[src/rtl/bic_pkg.sv]
package bic_pkg;

    localparam int unsigned BUS_W    = 32;
    localparam int unsigned ADDR_W   = 6;
    localparam int unsigned BASIC_N  = 8;
    localparam int unsigned GEN_N    = 32;
    localparam int unsigned SC_A_N   = 5;
    localparam int unsigned SC_B_N   = 6;

    // summary register layout
    localparam int unsigned SUM_CASC_A = BASIC_N;
    localparam int unsigned SUM_CASC_B = BASIC_N + 1;
    localparam int unsigned SUM_SC_A   = BASIC_N + 2;
    localparam int unsigned SUM_SC_B   = SUM_SC_A + SC_A_N;
    localparam int unsigned SUM_W      = SUM_SC_B + SC_B_N;

    // shortcut source lists, in summary-bit order
    localparam int SC_A_SRC [SC_A_N] = '{7, 9, 10, 18, 19};
    localparam int SC_B_SRC [SC_B_N] = '{21, 22, 23, 24, 25, 30};

    // linear FIQ index space: group A, group B, then basic
    localparam int unsigned FIQ_SEL_W = 7;
    localparam int unsigned FIQ_TOTAL = 2 * GEN_N + BASIC_N;

    // register offsets
    localparam logic [ADDR_W-1:0] OFF_SUMMARY = 6'h00;
    localparam logic [ADDR_W-1:0] OFF_PEND_A  = 6'h04;
    localparam logic [ADDR_W-1:0] OFF_PEND_B  = 6'h08;
    localparam logic [ADDR_W-1:0] OFF_FIQ     = 6'h0C;
    localparam logic [ADDR_W-1:0] OFF_SET_A   = 6'h10;
    localparam logic [ADDR_W-1:0] OFF_SET_B   = 6'h14;
    localparam logic [ADDR_W-1:0] OFF_SET_0   = 6'h18;
    localparam logic [ADDR_W-1:0] OFF_CLR_A   = 6'h1C;
    localparam logic [ADDR_W-1:0] OFF_CLR_B   = 6'h20;
    localparam logic [ADDR_W-1:0] OFF_CLR_0   = 6'h24;

    typedef struct packed {
        logic                 en;
        logic [FIQ_SEL_W-1:0] sel;
    } fiq_ctrl_t;

    localparam int unsigned FIQ_CTRL_W = $bits(fiq_ctrl_t);

    function automatic logic [GEN_N-1:0] sc_mask_a();
        logic [GEN_N-1:0] m;
        m = '0;
        for (int i = 0; i < int'(SC_A_N); i++) m[SC_A_SRC[i]] = 1'b1;
        return m;
    endfunction

    function automatic logic [GEN_N-1:0] sc_mask_b();
        logic [GEN_N-1:0] m;
        m = '0;
        for (int i = 0; i < int'(SC_B_N); i++) m[SC_B_SRC[i]] = 1'b1;
        return m;
    endfunction

endpackage

[src/rtl/bic_bank.sv]
module bic_bank #(
    parameter int unsigned WIDTH = 32
) (
    input  logic             clk,
    input  logic             rst,
    input  logic             set_we,
    input  logic             clr_we,
    input  logic [WIDTH-1:0] wbits,
    input  logic [WIDTH-1:0] src,
    output logic [WIDTH-1:0] en_q,
    output logic [WIDTH-1:0] lvl_q,
    output logic [WIDTH-1:0] pend
);

    always_ff @(posedge clk) begin
        if (rst) begin
            en_q  <= '0;
            lvl_q <= '0;
        end else begin
            lvl_q <= src;
            if (set_we)      en_q <= en_q | wbits;
            else if (clr_we) en_q <= en_q & ~wbits;
        end
    end

    assign pend = lvl_q & en_q;

    // ones written to the enable port end up set
    assert_set_sticks_R2: assert property (@(posedge clk) disable iff (rst)
        set_we |=> ((en_q & $past(wbits)) == $past(wbits)));

    // ones written to the disable port end up clear
    assert_clr_sticks_R3: assert property (@(posedge clk) disable iff (rst)
        clr_we |=> ((en_q & $past(wbits)) == '0));

    // without a write the mask holds
    assert_mask_hold_R2: assert property (@(posedge clk) disable iff (rst)
        (!set_we && !clr_we) |=> $stable(en_q));

endmodule

[src/rtl/bic_summary.sv]
module bic_summary
    import bic_pkg::*;
(
    input  logic             clk,
    input  logic             rst,
    input  logic [BASIC_N-1:0] pend0,
    input  logic [GEN_N-1:0] pend_a,
    input  logic [GEN_N-1:0] pend_b,
    output logic [SUM_W-1:0] sum,
    output logic             irq
);

    localparam logic [GEN_N-1:0] MASK_A = sc_mask_a();
    localparam logic [GEN_N-1:0] MASK_B = sc_mask_b();

    always_comb begin
        sum = '0;
        sum[BASIC_N-1:0] = pend0;
        sum[SUM_CASC_A]  = |(pend_a & ~MASK_A);
        sum[SUM_CASC_B]  = |(pend_b & ~MASK_B);
        for (int i = 0; i < int'(SC_A_N); i++) sum[SUM_SC_A + i] = pend_a[SC_A_SRC[i]];
        for (int i = 0; i < int'(SC_B_N); i++) sum[SUM_SC_B + i] = pend_b[SC_B_SRC[i]];
    end

    assign irq = |sum;

    // a group with only shortcut lines active never raises its cascade flag
    assert_sc_no_casc_a_R7: assert property (@(posedge clk) disable iff (rst)
        ((pend_a & ~MASK_A) == '0) |-> !sum[SUM_CASC_A]);
    assert_sc_no_casc_b_R7: assert property (@(posedge clk) disable iff (rst)
        ((pend_b & ~MASK_B) == '0) |-> !sum[SUM_CASC_B]);

endmodule

[src/rtl/bic_fiq_sel.sv]
module bic_fiq_sel
    import bic_pkg::*;
(
    input  fiq_ctrl_t          ctrl,
    input  logic [GEN_N-1:0]   lvl_a,
    input  logic [GEN_N-1:0]   lvl_b,
    input  logic [BASIC_N-1:0] lvl_0,
    output logic               fiq
);

    logic [FIQ_TOTAL-1:0] flat;
    logic                 pick;

    assign flat = {lvl_0, lvl_b, lvl_a};

    always_comb begin
        pick = 1'b0;
        if (int'(ctrl.sel) < int'(FIQ_TOTAL)) pick = flat[ctrl.sel];
    end

    assign fiq = ctrl.en & pick;

endmodule

[src/rtl/banked_irq_ctrl.sv]
module banked_irq_ctrl
    import bic_pkg::*;
(
    input  logic               clk,
    input  logic               rst,
    input  logic [ADDR_W-1:0]  bus_addr,
    input  logic               bus_wen,
    input  logic [BUS_W-1:0]   bus_wdata,
    output logic [BUS_W-1:0]   bus_rdata,
    input  logic [BASIC_N-1:0] src_basic,
    input  logic [GEN_N-1:0]   src_gen_a,
    input  logic [GEN_N-1:0]   src_gen_b,
    output logic               irq_o,
    output logic               fiq_o
);

    logic [BASIC_N-1:0] en0, lvl0, pend0;
    logic [GEN_N-1:0]   en_a, lvl_a, pend_a;
    logic [GEN_N-1:0]   en_b, lvl_b, pend_b;
    logic [SUM_W-1:0]   sum;
    fiq_ctrl_t          fiq_q;

    function automatic logic hit(input logic [ADDR_W-1:0] a, input logic [ADDR_W-1:0] off);
        return bus_wen && (a == off);
    endfunction

    bic_bank #(.WIDTH(BASIC_N)) u_bank0 (
        .clk(clk), .rst(rst),
        .set_we(hit(bus_addr, OFF_SET_0)), .clr_we(hit(bus_addr, OFF_CLR_0)),
        .wbits(bus_wdata[BASIC_N-1:0]), .src(src_basic),
        .en_q(en0), .lvl_q(lvl0), .pend(pend0)
    );

    bic_bank #(.WIDTH(GEN_N)) u_bank_a (
        .clk(clk), .rst(rst),
        .set_we(hit(bus_addr, OFF_SET_A)), .clr_we(hit(bus_addr, OFF_CLR_A)),
        .wbits(bus_wdata[GEN_N-1:0]), .src(src_gen_a),
        .en_q(en_a), .lvl_q(lvl_a), .pend(pend_a)
    );

    bic_bank #(.WIDTH(GEN_N)) u_bank_b (
        .clk(clk), .rst(rst),
        .set_we(hit(bus_addr, OFF_SET_B)), .clr_we(hit(bus_addr, OFF_CLR_B)),
        .wbits(bus_wdata[GEN_N-1:0]), .src(src_gen_b),
        .en_q(en_b), .lvl_q(lvl_b), .pend(pend_b)
    );

    bic_summary u_sum (
        .clk(clk), .rst(rst),
        .pend0(pend0), .pend_a(pend_a), .pend_b(pend_b),
        .sum(sum), .irq(irq_o)
    );

    always_ff @(posedge clk) begin
        if (rst)                          fiq_q <= '0;
        else if (hit(bus_addr, OFF_FIQ))  fiq_q <= fiq_ctrl_t'(bus_wdata[FIQ_CTRL_W-1:0]);
    end

    bic_fiq_sel u_fiq (
        .ctrl(fiq_q), .lvl_a(lvl_a), .lvl_b(lvl_b), .lvl_0(lvl0), .fiq(fiq_o)
    );

    always_comb begin
        bus_rdata = '0;
        case (bus_addr)
            OFF_SUMMARY:            bus_rdata[SUM_W-1:0]      = sum;
            OFF_PEND_A:             bus_rdata[GEN_N-1:0]      = pend_a;
            OFF_PEND_B:             bus_rdata[GEN_N-1:0]      = pend_b;
            OFF_FIQ:                bus_rdata[FIQ_CTRL_W-1:0] = fiq_q;
            OFF_SET_A, OFF_CLR_A:   bus_rdata[GEN_N-1:0]      = en_a;
            OFF_SET_B, OFF_CLR_B:   bus_rdata[GEN_N-1:0]      = en_b;
            OFF_SET_0, OFF_CLR_0:   bus_rdata[BASIC_N-1:0]    = en0;
            default:                bus_rdata = '0;
        endcase
    end

    // no request can leave while every mask is empty
    assert_irq_needs_enable_R9: assert property (@(posedge clk) disable iff (rst)
        irq_o |-> ((en0 != '0) || (en_a != '0) || (en_b != '0)));

    // FIQ output silent while its enable is off
    assert_fiq_gated_R11: assert property (@(posedge clk) disable iff (rst)
        !fiq_q.en |-> !fiq_o);

endmodule

[config.mk]
export PLATFORM = sky130hd
export DESIGN_NAME = banked_irq_ctrl
export DESIGN_NICKNAME = d
export VERILOG_FILES = /design/src/rtl/bic_pkg.sv /design/src/rtl/bic_bank.sv /design/src/rtl/bic_summary.sv /design/src/rtl/bic_fiq_sel.sv /design/src/rtl/banked_irq_ctrl.sv
export SDC_FILE = /design/constraint.sdc
export NUM_CORES = 1
export LEC_CHECK = 0
export ABC_AREA = 0
export BUFFER_PORTS_ARGS = -buffer_cell sky130_fd_sc_hd__buf_2
export CAP_MARGIN = 20
export CORE_MARGIN = 3
export CORE_UTILIZATION = 40
export CTS_CLUSTER_SIZE = 20
export DETAILED_ROUTE_END_ITERATION = 10
export MAX_ROUTING_LAYER = met4
export SETUP_SLACK_MARGIN = 0.15
export SLEW_MARGIN = 20
export SYNTH_ARGS = -nofsm -noshare
export SYNTH_HDL_FRONTEND = slang
export SYNTH_SLANG_ARGS = --single-unit
[constraint.sdc]
create_clock -name clk -period 2 [get_ports clk]
set_clock_uncertainty 0.2 [all_clocks]
set_input_delay 0.3 -clock clk [delete_from_list [all_inputs] [get_ports clk]]
set_output_delay 0.3 -clock clk [all_outputs]
set_load 0.05 [all_outputs]
==> results.txt, run 1 <==
The initial antenna violation count was 0. The layout has 1133 filler cells. The final setup violation count is 34. Distinct cell type count of the synthesized netlist: 55. At the worst endpoint, the arrival time is 2.43 ns. IR analysis of the VDD net gives a maximum drop of 602 µV. The logs give 0 for the max capacitance violation total and 3060 µm² for the flip-flop and latch area.

Summing all non-filler instances in the final layout gives an area of 12800 µm². The horizontal extent of the die was 139 µm. For this design the static power due to leakage is 5.36 nW.

TritonCTS built the clock tree. For the largest net degree at the start of global routing, the log shows 61. For this configuration, the core starts out at a cell density of 40.9%. Yosys mapped a number of flops with a built-in enable equal to 0. For this design, the sink count on the clock tree is 152. After synthesis the cells add up to 7080 µm².

STA classifies the critical path startpoint as a flop. The post-placement cell count came out at 1248. The startpoint identified for the worst hold timing path is bus_wdata[6]. Headroom to the max-slew limit came out at 69.7%.

The CTS clock-pin slew for the worst setup and hold paths was 0.06 ns. Synthesis inferred 152 register bits. Tracing the worst setup path back leads to its startpoint at u_bank_a.lvl_q[21]. Leaving out fill and tap cells, the most frequent cell in the layout is sky130_fd_sc_hd__buf_4. For this run, the number of Yosys warnings is 0. The violation count after the first detailed-route iteration is 947, and the count of final hold-check violations is 0. For this run, design rule violations remaining after detail routing come to 0.

Start-to-end type of the worst setup path: flop to output pin. The total clock buffers created by CTS was 17; the worst hold slack was 0.0486 ns. The final period demand of the worst path works out to 2.93 ns. A synthesized cell averages 9.28 µm². The non-filler instance count after layout was 1423; the async set-reset flop share out of synthesis was 0%. Compared with the post-synthesis result, the final layout area differs by 81.3%. The tools report the combined area of the multi-input logic cells as 4550 µm². The root buffer cell chosen for the clock tree is sky130_fd_sc_hd__clkbuf_16.

The floorplan die height is 139 µm, and the total iterations of the first detailed-routing run is 7. The wire length of the first global-routing pass was 48700 µm; the area of the core was 17300 µm². Input and output buffers added on the ports amount to 146. The top fanout value on the critical path works out to 2. The maximum buffer depth of the clock tree is 2, and the number of diodes added for antenna fixing is 0.

The final critical path takes up 146% of the cycle. In the post-synthesis netlist, the biggest area contributors are sky130_fd_sc_hd__dfxtp_1, sky130_fd_sc_hd__nor2b_1, sky130_fd_sc_hd__a22oi_1. The tools report the number of nets in the layout as 1298. Clock latency at the later pin of the worst-skew pair: 0.43 ns. The run finished, with violations left.

Cell type with the largest total area after synthesis: sky130_fd_sc_hd__dfxtp_1. For the final critical-path setup slack, the log shows -0.925 ns. The number of levels the H-tree was split into was 4; the minimum setup slack after placement was -0.529 ns. In this run the power density over the cells is 567 nW/µm².

At the worst endpoint, the required time is 1.50 ns. For the net count after synthesis, the log shows 876. The worst hold path was traced through 2 stages. Setup repair after global routing could not meet its margin everywhere.

Slew at the pin with the worst max-slew slack: 0.454 ns. The share of the synthesized area in the top cell type was 43.0%; the number of top-level pins was 147. The flip-flop cell with the highest count after synthesis was sky130_fd_sc_hd__dfxtp_1. After technology mapping, the gate count stands at 763. Cells fill 74.2% of the core in the end. In this run the remaining antenna-violating nets after routing total 0. The design draws 7.27 mW. The die covers 19300 µm².

The tools report the critical register-to-register path startpoint as fiq_q[0]. Routability-driven placement finished with a final weighted congestion of 0.935. The fraction of the yosys area taken by sequential cells was 43.0%; the worst reg-to-reg path cell count was 4. In the global route stage, overall resource usage came out at 33.6%. The total count of max-transition violations in the final report came out at 0.

The final reports fail on setup timing. The post-detailed-route via-to-cell ratio came out at 5.91. Static timing analysis puts the maximum clock frequency at 0.342 GHz. Once placement finished, the instance area stood at 9790 µm².

The HPWL after detailed placement is 20700 µm. For this run the aggregate overflow at the end of global routing stands at 0. The detailed-route wire length is 32800 µm.

Leaving out fill and tap cells, the most frequent cells in the layout are sky130_fd_sc_hd__buf_4, sky130_fd_sc_hd__dfxtp_1, sky130_fd_sc_hd__buf_2. In the final timing run, aggregate negative setup slack is -12.74 ns. The endpoint type of the worst setup path was an output pin.

Class of the tightest hold or removal check: input port to flop. The run gives 8474 as the number of global-route vias before repair. The detailed router placed 8405 vias in this run.

Number of core rows: 48. The average routed wire per standard cell works out to 23.0 µm. The ratio of cells with drive above 1 in the final layout works out to 45.2%.
[what timing repair did]
item | in CTS | in global routing
hold buffers | 104 | 0
setup buffers | 19 | 11
gates resized for setup | 180 | 57
setup endpoints to repair | 34 | 34
endpoints found under the hold margin | 120 | 0
pin swaps | 42 | 30
cloned | 8 | 1
[critical path, cell delays in order, from the launching register on]
cell	delay [ns]
sky130_fd_sc_hd__dfxtp_2	0.35
sky130_fd_sc_hd__a22o_4	0.28
sky130_fd_sc_hd__a221oi_4	0.24
sky130_fd_sc_hd__nand4_1	0.13
sky130_fd_sc_hd__or3_4	0.35
sky130_fd_sc_hd__or4_4	0.47
sky130_fd_sc_hd__buf_8	0.18
[metal layers]
metal | vias up | global-route usage (%) | part of all wire (%)
li1 | 3631 | - | -
met5 | - | - | 0
met4 | 0 | 16.6 | 5.5
met2 | 613 | 51.8 | 46
met3 | 183 | 8.03 | 10
met1 | 3978 | 41.3 | 39
[power by group]
| part | switching [mW] | total [mW] | leakage (nW) | internal [mW] |
|---|---|---|---|---|
| logic | 0.397 | 0.916 | 3.84 | 0.519 |
| registers | 0.115 | 3.23 | 1.25 | 3.11 |
| clock network | 1.32 | 3.13 | 0.265 | 1.81 |
[synth_stat cells, drive strengths merged, types with 4 or more instances]
master,n
a32oi,4
clkbuf,25
nand2,42
a221oi,6
a21o,28
mux2i,22
nand4,6
a22o,6
buf,30
inv,43
a22oi,53
nor2b,74
o21ai,8
mux4,18
nand3,4
a221o,17
dfxtp,152
a211oi,32
and3,9
a21oi,70
o22ai,19
a21boi,9
nor2,55
[final timing paths]
kind / end / slack, ns
worst min register to register: flop / 0.35
worst max-delay path: irq_o / -0.93
worst min-delay path: flop / 0.05
worst max register to register: fiq_q[0] / 0.71
[cells by family (layout without fill, tap and decap cells)]
logic type | count (synthesis) | after routing | share of synthesized area, %
xor gates and xnor gates | 1 | 1 | 0.124
and+or+nand+nor | 210 | 210 | 15.6
DFF | 152 | 152 | 43.0
muxes | 43 | 43 | 9.37
AOI/OAI and AO/OA | 259 | 260 | 26.2
buffers and inverters | 98 | 532 | 5.73
[cell type report]
cell class	count	share of cell area, %
multi-input combinational	514	35.4
timing repair buffer	457	32.9
sequential	152	23.8
clock buffer	22	3.70
tap	225	2.19
inverter	43	1.26
clock inverter	10	0.741
Note: power is estimated with default switching activity, not from simulation.
==> run 2, diff against run 1 <==
Settings changed: CORE_UTILIZATION 40 to 50, PLACE_DENSITY set to 0.76, SYNTH_HIERARCHICAL set to 1.
==> results.txt, run 2 <==
At the worst endpoint, the required time is 1.50 ns. Setup violations remaining at the end of the flow were counted as 34. For this design, the sink count on the clock tree is 152. The routed design has 37700 µm of wire. Counting flops with a built-in enable in the synthesized netlist gives 0. The number of top-level pins was 147; the max capacitance violation total was 0.

The total of flip-flops plus latches after synthesis came out at 152. The reg2reg setup slack was 0.71 ns; the number of remaining DRC errors was 0. The async set-reset flop share out of synthesis was 0%. The initial cell density of the core came out at 51.9%.

In this run, the number of DRC markers left after iteration 0 of detailed routing was 1147. For the number of nets in the layout, the log shows 1367. Initial antenna violation count: 0. In this run the worst path has a maximum fanout of 2.

Leaving out fill and tap cells, the most frequent cells in the layout are sky130_fd_sc_hd__buf_4, sky130_fd_sc_hd__dfxtp_1, sky130_fd_sc_hd__buf_2. For the distinct cell type count of the synthesized netlist, the log shows 51. The routed length on met2 came out at 17800 µm. For the pin with the worst max-slew slack, the measured transition is 0.750 ns. Met1 routed wirelength after detailed routing: 13100 µm. Measured against its own limit, the worst slew margin works out to 49.8%. After detailed placement, the total cell area comes to 10700 µm². The final reports fail on setup timing. The worst reg-to-reg path cell count came out at 4.

Setup repair after global routing could not meet its margin everywhere. The run gives 2 as the maximum buffer depth of the clock tree. The tools report the root cell of the clock tree as sky130_fd_sc_hd__clkbuf_16. For this run, the top clock speed supported by timing is 0.344 GHz.

The area growth from synthesis to final layout is 66.9%. The ratio of cells with drive above 1 in the final layout works out to 49.3%. Adding up every negative setup slack in the final design gives -16.09 ns.

The average instance in the mapped netlist occupies 9.66 µm². Entering global routing, the biggest net connects 57 pins. Summing over every cut layer, the via total after detailed routing is 9257. The flow ran to the end, but the final reports show violations. The die outline area is 17600 µm², and the instance count along the most critical hold path is 3. The congestion estimate from routability-driven global placement came to 0.954. The share of the Yosys chip area taken by registers is 37.9%.

For the count of final hold-check violations, the log shows 0. Leaving out fill and tap cells, the most frequent cell in the layout is sky130_fd_sc_hd__buf_4. Average routed wire per standard cell: 25.5 µm. Sorting the synthesized cells by area gives the leading types as sky130_fd_sc_hd__dfxtp_1, sky130_fd_sc_hd__a21bo_1, sky130_fd_sc_hd__a21oi_2. The multiplexer share of the synthesized area works out to 6.84%. The placed wire-length estimate after detailed placement is 19700 µm, and the total power per unit cell area is 541 nW/µm². The tools report the number of levels the H-tree was split into as 4. The highest metal layer carrying signal wires in the routed design is met4. In the global route stage, overall resource usage came out at 39.8%. STA classifies the critical path endpoint as an output pin. The xor/xnor cell area share of the yosys netlist is 0%. TritonCTS built the clock tree.

The later pin in the worst-skew pair is clocked with a latency of 0.44 ns. The die is 133 µm tall. The worst-case IR drop observed on VDD is 669 µV. The final period demand of the worst path was 2.91 ns; the final design instance area without fill was 13400 µm². The detail route stage leaves a number of antenna-violating nets equal to 0.

The adder-cell area share of the yosys netlist came out at 0%. In the synthesized netlist the dominant register cell turns out to be sky130_fd_sc_hd__dfxtp_1. The total count of max-transition violations in the final report is 0. For the count of fill cells added during filler insertion, the log shows 696. The total clock buffers created by CTS came out at 17. The net count after synthesis was 945. By count the netlist is led by sky130_fd_sc_hd__dfxtp_1, sky130_fd_sc_hd__nand2_1, sky130_fd_sc_hd__nor2b_1. The number of global-route vias before repair was 9240; the post-detailed-route via-to-cell ratio was 6.27.

For this run the aggregate overflow at the end of global routing stands at 0. From left edge to right edge, the die measures 133 µm. Combinational family with the most area after synthesis: compound AO/OA/AOI/OAI gates.

The netlist area before placement is 8030 µm², and the count of port buffers added during placement is 146. The arrival time at the worst endpoint is 2.41 ns. The region available for standard cell placement spans 15500 µm².

The critical register-to-register path startpoint was fiq_q[0]. The biggest area contributor in the post-synthesis netlist is sky130_fd_sc_hd__dfxtp_1. Summing the areas of all compound-gate instances in the mapped netlist gives 25.9% of the synthesized area. In the detailed route, the total length drawn on met3 is 4130 µm.

The most critical setup path has its endpoint at bus_rdata[8]. The nature of the critical path startpoint was a flop. The leakage component of the power is 5.83 nW. In the post-synthesis netlist, the cell with the most instances is sky130_fd_sc_hd__dfxtp_1. The CTS clock-pin slew for the worst setup and hold paths is 0.07 ns, and the minimum setup slack after placement is -0.546 ns. The final critical-path setup slack is -0.910 ns. During synthesis, Yosys emitted a total of 6 warnings.

Measured on the finished design, the core utilization comes to 86.6%. The first TritonRoute pass finished after 6 iterations. The first global-routing pass estimated 52500 µm of wire. The most critical setup path has its startpoint at u_bank_a/lvl_q[27].

The min-delay analysis places its worst path in the category input port to flop. The number of antenna diodes in the final layout is 0. The total chip power was 7.25 mW.

The critical path is of the flop to output pin type. The fraction of the cycle the final worst path needs is 145%, and the synthesized instance count is 832. Share of the synthesized area in the top cell type: 37.9%.

The floorplan has 45 rows. The capturing point of the worst reg2reg path is fiq_q[0]. The synthesized netlist devotes 22.4% of its cell area to simple gates.
run 2: cell count changes in the layout (fill, tap and decap cells not counted), moves of 20 or more:
cell and change:
sky130_fd_sc_hd__nor2_1 -36, sky130_fd_sc_hd__nand2_1 +33, sky130_fd_sc_hd__a22oi_1 -25, sky130_fd_sc_hd__and2_1 +56, sky130_fd_sc_hd__buf_4 +32, sky130_fd_sc_hd__a21o_1 -28, sky130_fd_sc_hd__a21oi_1 -28, sky130_fd_sc_hd__a21oi_4 -21
sky130_fd_sc_hd__a21bo_1 +65, sky130_fd_sc_hd__a21oi_2 +51, sky130_fd_sc_hd__inv_1 -34, sky130_fd_sc_hd__a211oi_1 -22, sky130_fd_sc_hd__nand2_4 +20
run 2: how the worst min path moves through the flow:
stage | from | endpoint | slack, ns
floorplan | rst | u_bank0/lvl_q[0] | 0.17
global placement | src_gen_b[22] | u_bank_b/lvl_q[22] | 0.31
detailed placement | src_gen_a[12] | u_bank_a/lvl_q[12] | 0.31
CTS | bus_wdata[0] | flop | 0.0009
global route | bus_wdata[4] | flop | 0.02
finish | bus_wdata[4] | flop | 0.007
run 2: cells by family after synthesis:
family                 Yosys count
AOI/OAI and AO/OA              233
buffers and inverters           82
DFF                            152
muxes                           34
and+or+nand+nor                331
run 2: layout make-up:
class	count	area [µm²]	area share, %
clock buffers	19	443	3.30
clock inverters	12	128	0.952
inverters	9	33.8	0.252
multi-input cells	598	5250	39.2
flip-flops and latches	152	3070	22.9
well taps	211	264	1.97
repair buffers	476	4220	31.5
run 2: critical path, cell delays in order (launching register included):
cell	delay, ns
sky130_fd_sc_hd__dfxtp_1	0.36
sky130_fd_sc_hd__and2_1	0.29
sky130_fd_sc_hd__nor4_2	0.28
sky130_fd_sc_hd__nand2_1	0.15
sky130_fd_sc_hd__nor2_2	0.20
sky130_fd_sc_hd__nand3_2	0.12
sky130_fd_sc_hd__a22oi_2	0.17
sky130_fd_sc_hd__buf_4	0.14
sky130_fd_sc_hd__nand3_4	0.07
sky130_fd_sc_hd__buf_8	0.17
run 2: timing repair:
| item | 4_1_cts | 5_1_grt |
|---|---|---|
| setup endpoints to repair | 34 | 43 |
| gates cloned | 4 | 0 |
| hold endpoints to repair | 138 | 0 |
| setup buffers | 11 | 9 |
| pin swaps | 30 | 21 |
| resized for setup | 162 | 44 |
| hold buffers | 105 | 0 |
run 2: routing by layer:
metal / up-vias / track usage, %
met1: 4358 / 44.2
met2: 808 / 67.0
met3: 286 / 9.51
met4: 0 / 19.8
li1: 3805 / -
met5: - / -
run 2: stage by stage:
step / instances / hold slack [ns]
6_report: 1477 / 0.00707
5_1_grt: 1477 / 0.0167
4_1_cts: 1468 / 0.000889
3_5_place_dp: 1317 / 0.312
3_3_place_gp: 1317 / 0.308
2_1_floorplan: 832 / 0.172
run 2: power breakdown:
group | leakage (nW) | internal (mW) | switching [mW]
logic | 4.31 | 0.419 | 0.361
clock network | 0.271 | 1.86 | 1.42
registers | 1.25 | 3.11 | 0.0769
==> run 3, diff against run 2 <==
Settings changed: CORE_ASPECT_RATIO set to 0.9, REMOVE_ABC_BUFFERS set to 1.
==> results.txt, run 3 (same netlist as run 2, synthesis figures left out) <==
The run finished, with violations left. The checks that failed: setup timing. The count of fill cells added during filler insertion came out at 750.

Across the run, the number of max-cap violations was 0. The logs give 4 for the number of levels the H-tree was split into and 18900 µm for the placed wire-length estimate after detailed placement. For the final critical-path setup slack, the log shows -0.989 ns. Start-to-end type of the worst setup path: flop to output pin. The total count of max-transition violations in the final report came out at 0. For the count of final hold-check violations, the log shows 0. The worst setup path is captured at an output pin.

After detailed placement, the total cell area comes to 10000 µm². TritonCTS built the clock tree. Across all layers, the routed design uses 8989 vias. The commonest non-fill, non-tap cell in the layout is sky130_fd_sc_hd__buf_4. Of all nets on the critical path, the largest fanout is 11. The minimum setup slack after placement was -0.660 ns; the post-detailed-route count of antenna-violating nets was 0. In the final routed layout, each cell accounts on average for 24.7 µm. The area growth from synthesis to final layout was 63.0%; the total iterations of the first detailed-routing run was 5. The logs give 152 for the clock net sink count and 0.992 for the weighted congestion reported at the end of routability-driven placement. At the worst endpoint, the arrival time is 2.49 ns. The logs give 17 for the total clock buffers created by CTS and 0 for the remaining global-route overflow. At the pin with the least slew margin, the transition time is 0.804 ns. The number of diodes added for antenna fixing came out at 0.

The die is 126 µm tall. The floorplan step defined a die boundary enclosing 17600 µm². Of the cells placed in the final design, the portion with a size suffix greater than 1 is 48.8%. The horizontal extent of the die was 140 µm; the initial cell density of the core was 51.7%.

The fraction of the cycle the final worst path needs works out to 149%. Highest attainable clock frequency: 0.335 GHz. Row generation in the floorplan step produced 43 rows. The top cell types in the final layout, fill and taps aside, are sky130_fd_sc_hd__buf_4, sky130_fd_sc_hd__dfxtp_1, sky130_fd_sc_hd__buf_2.

STA puts the critical path data required time at 1.50 ns. After detailed placement, the design holds a cell count of 1284. In the final timing run, aggregate negative setup slack is -16.17 ns. In the final layout, the multi-input gates occupy 5060 µm². The smallest clock period supported by the final layout is computed as 2.99 ns.

The design draws 7.13 mW. The run gives 84.2% as the post-route core utilization. Setup repair after global routing could not meet its margin everywhere. The final design instance area without fill is 13100 µm². The run gives 2 as the maximum buffer depth of the clock tree. The class of the tightest hold or removal check is input port to flop. Entering global routing, the biggest net connects 53 pins. Setup violations remaining at the end of the flow were counted as 34. The logs give 46.2% for the remaining max-slew budget at the tightest pin and 3070 µm² for the flip-flop and latch area. Buffers placed on the I/O ports in this run total 146. The number of nets in the layout was 1350.

The run gives 0.0379 ns as the worst hold slack. In this run the power density over the cells is 544 nW/µm². 147 I/O pins were placed. The nature of the critical path startpoint was a flop. The run gives 52100 µm as the wire length of the first global-routing pass. In the routed design, unresolved DRC markers number 0. For this block, the routed nets add up to 35900 µm of wire. The initial antenna violation count came out at 0.

After the flow finishes, the layout carries non-filler instances totaling 1451. The run gives 5.57 nW as the leakage component of the power. For the clock latency at the later pin of the worst-skew pair, the log shows 0.43 ns.

The tools report the number of global-route vias before repair as 9102. The post-detailed-route via-to-cell ratio works out to 6.20. The global-route total usage across every layer is 39.4%, and the CTS clock-pin slew for the worst setup and hold paths is 0.07 ns. Worst vdd rail ir drop: 941 µV.

The root cell of the clock tree was sky130_fd_sc_hd__clkbuf_16. The violation count after the first detailed-route iteration was 1147; the area of the core was 15500 µm².
[run 3: cell types whose count changed in the layout (fill, tap and decap cells not counted), sizes merged]
cell	change
buf	-18
clkbuf	+3
bufbuf	+2
clkinv	-2
bufinv	-1
clkinvlp	-1
dlygate4sd3	-1
inv	+1
[run 3: worst paths after layout]
path,from,to,slack (ns),cells after the start
hold reg to reg,flop,flop,0.41,2
setup / recovery,fiq_q[0],fiq_o,-0.99,8
setup reg to reg,fiq_q[0],fiq_q[0],0.77,4
hold / removal,rst,flop,0.04,2
[run 3: final cells by class]
cell class,count,area share [%]
multi-input combinational,598,38.6
timing repair buffer,459,31.5
sequential,152,23.4
clock buffer,22,3.62
tap,202,1.93
clock inverter,9,0.707
inverter,9,0.258
[run 3: layer usage]
layer  vias to the layer above  global-route usage (%)  wire length, µm
met5                         -                       -                0
met4                         0                    18.3             2460
met3                       253                    11.0             4000
met2                       717                    63.8            16600
met1                      4247                    45.6            12800
li1                       3772                       -                -
[run 3: timing repair]
action,CTS,global route
gates cloned,8,0
resized for setup,219,54
endpoints found under the setup margin,34,35
hold buffers,104,0
hold endpoints to repair,142,0
pin swaps,63,39
setup buffers,18,6
[run 3: worst max-delay path, stage by stage (launching register included)]
cell and delay [ns]:
sky130_fd_sc_hd__dfxtp_4 0.41, sky130_fd_sc_hd__buf_12 0.17, sky130_fd_sc_hd__buf_4 0.14, sky130_fd_sc_hd__mux2i_1 0.32
sky130_fd_sc_hd__nand3_1 0.19, sky130_fd_sc_hd__o2111ai_2 0.14, sky130_fd_sc_hd__and4_1 0.26, sky130_fd_sc_hd__o211ai_1 0.18
sky130_fd_sc_hd__buf_4 0.24
[run 3: power breakdown]
part	leakage (nW)	total, mW	switching [mW]	internal (mW)
clock network	0.269	3.19	1.38	1.81
registers	1.25	3.18	0.0700	3.11
logic	4.05	0.750	0.337	0.413
total	5.57	7.13	1.79	5.34
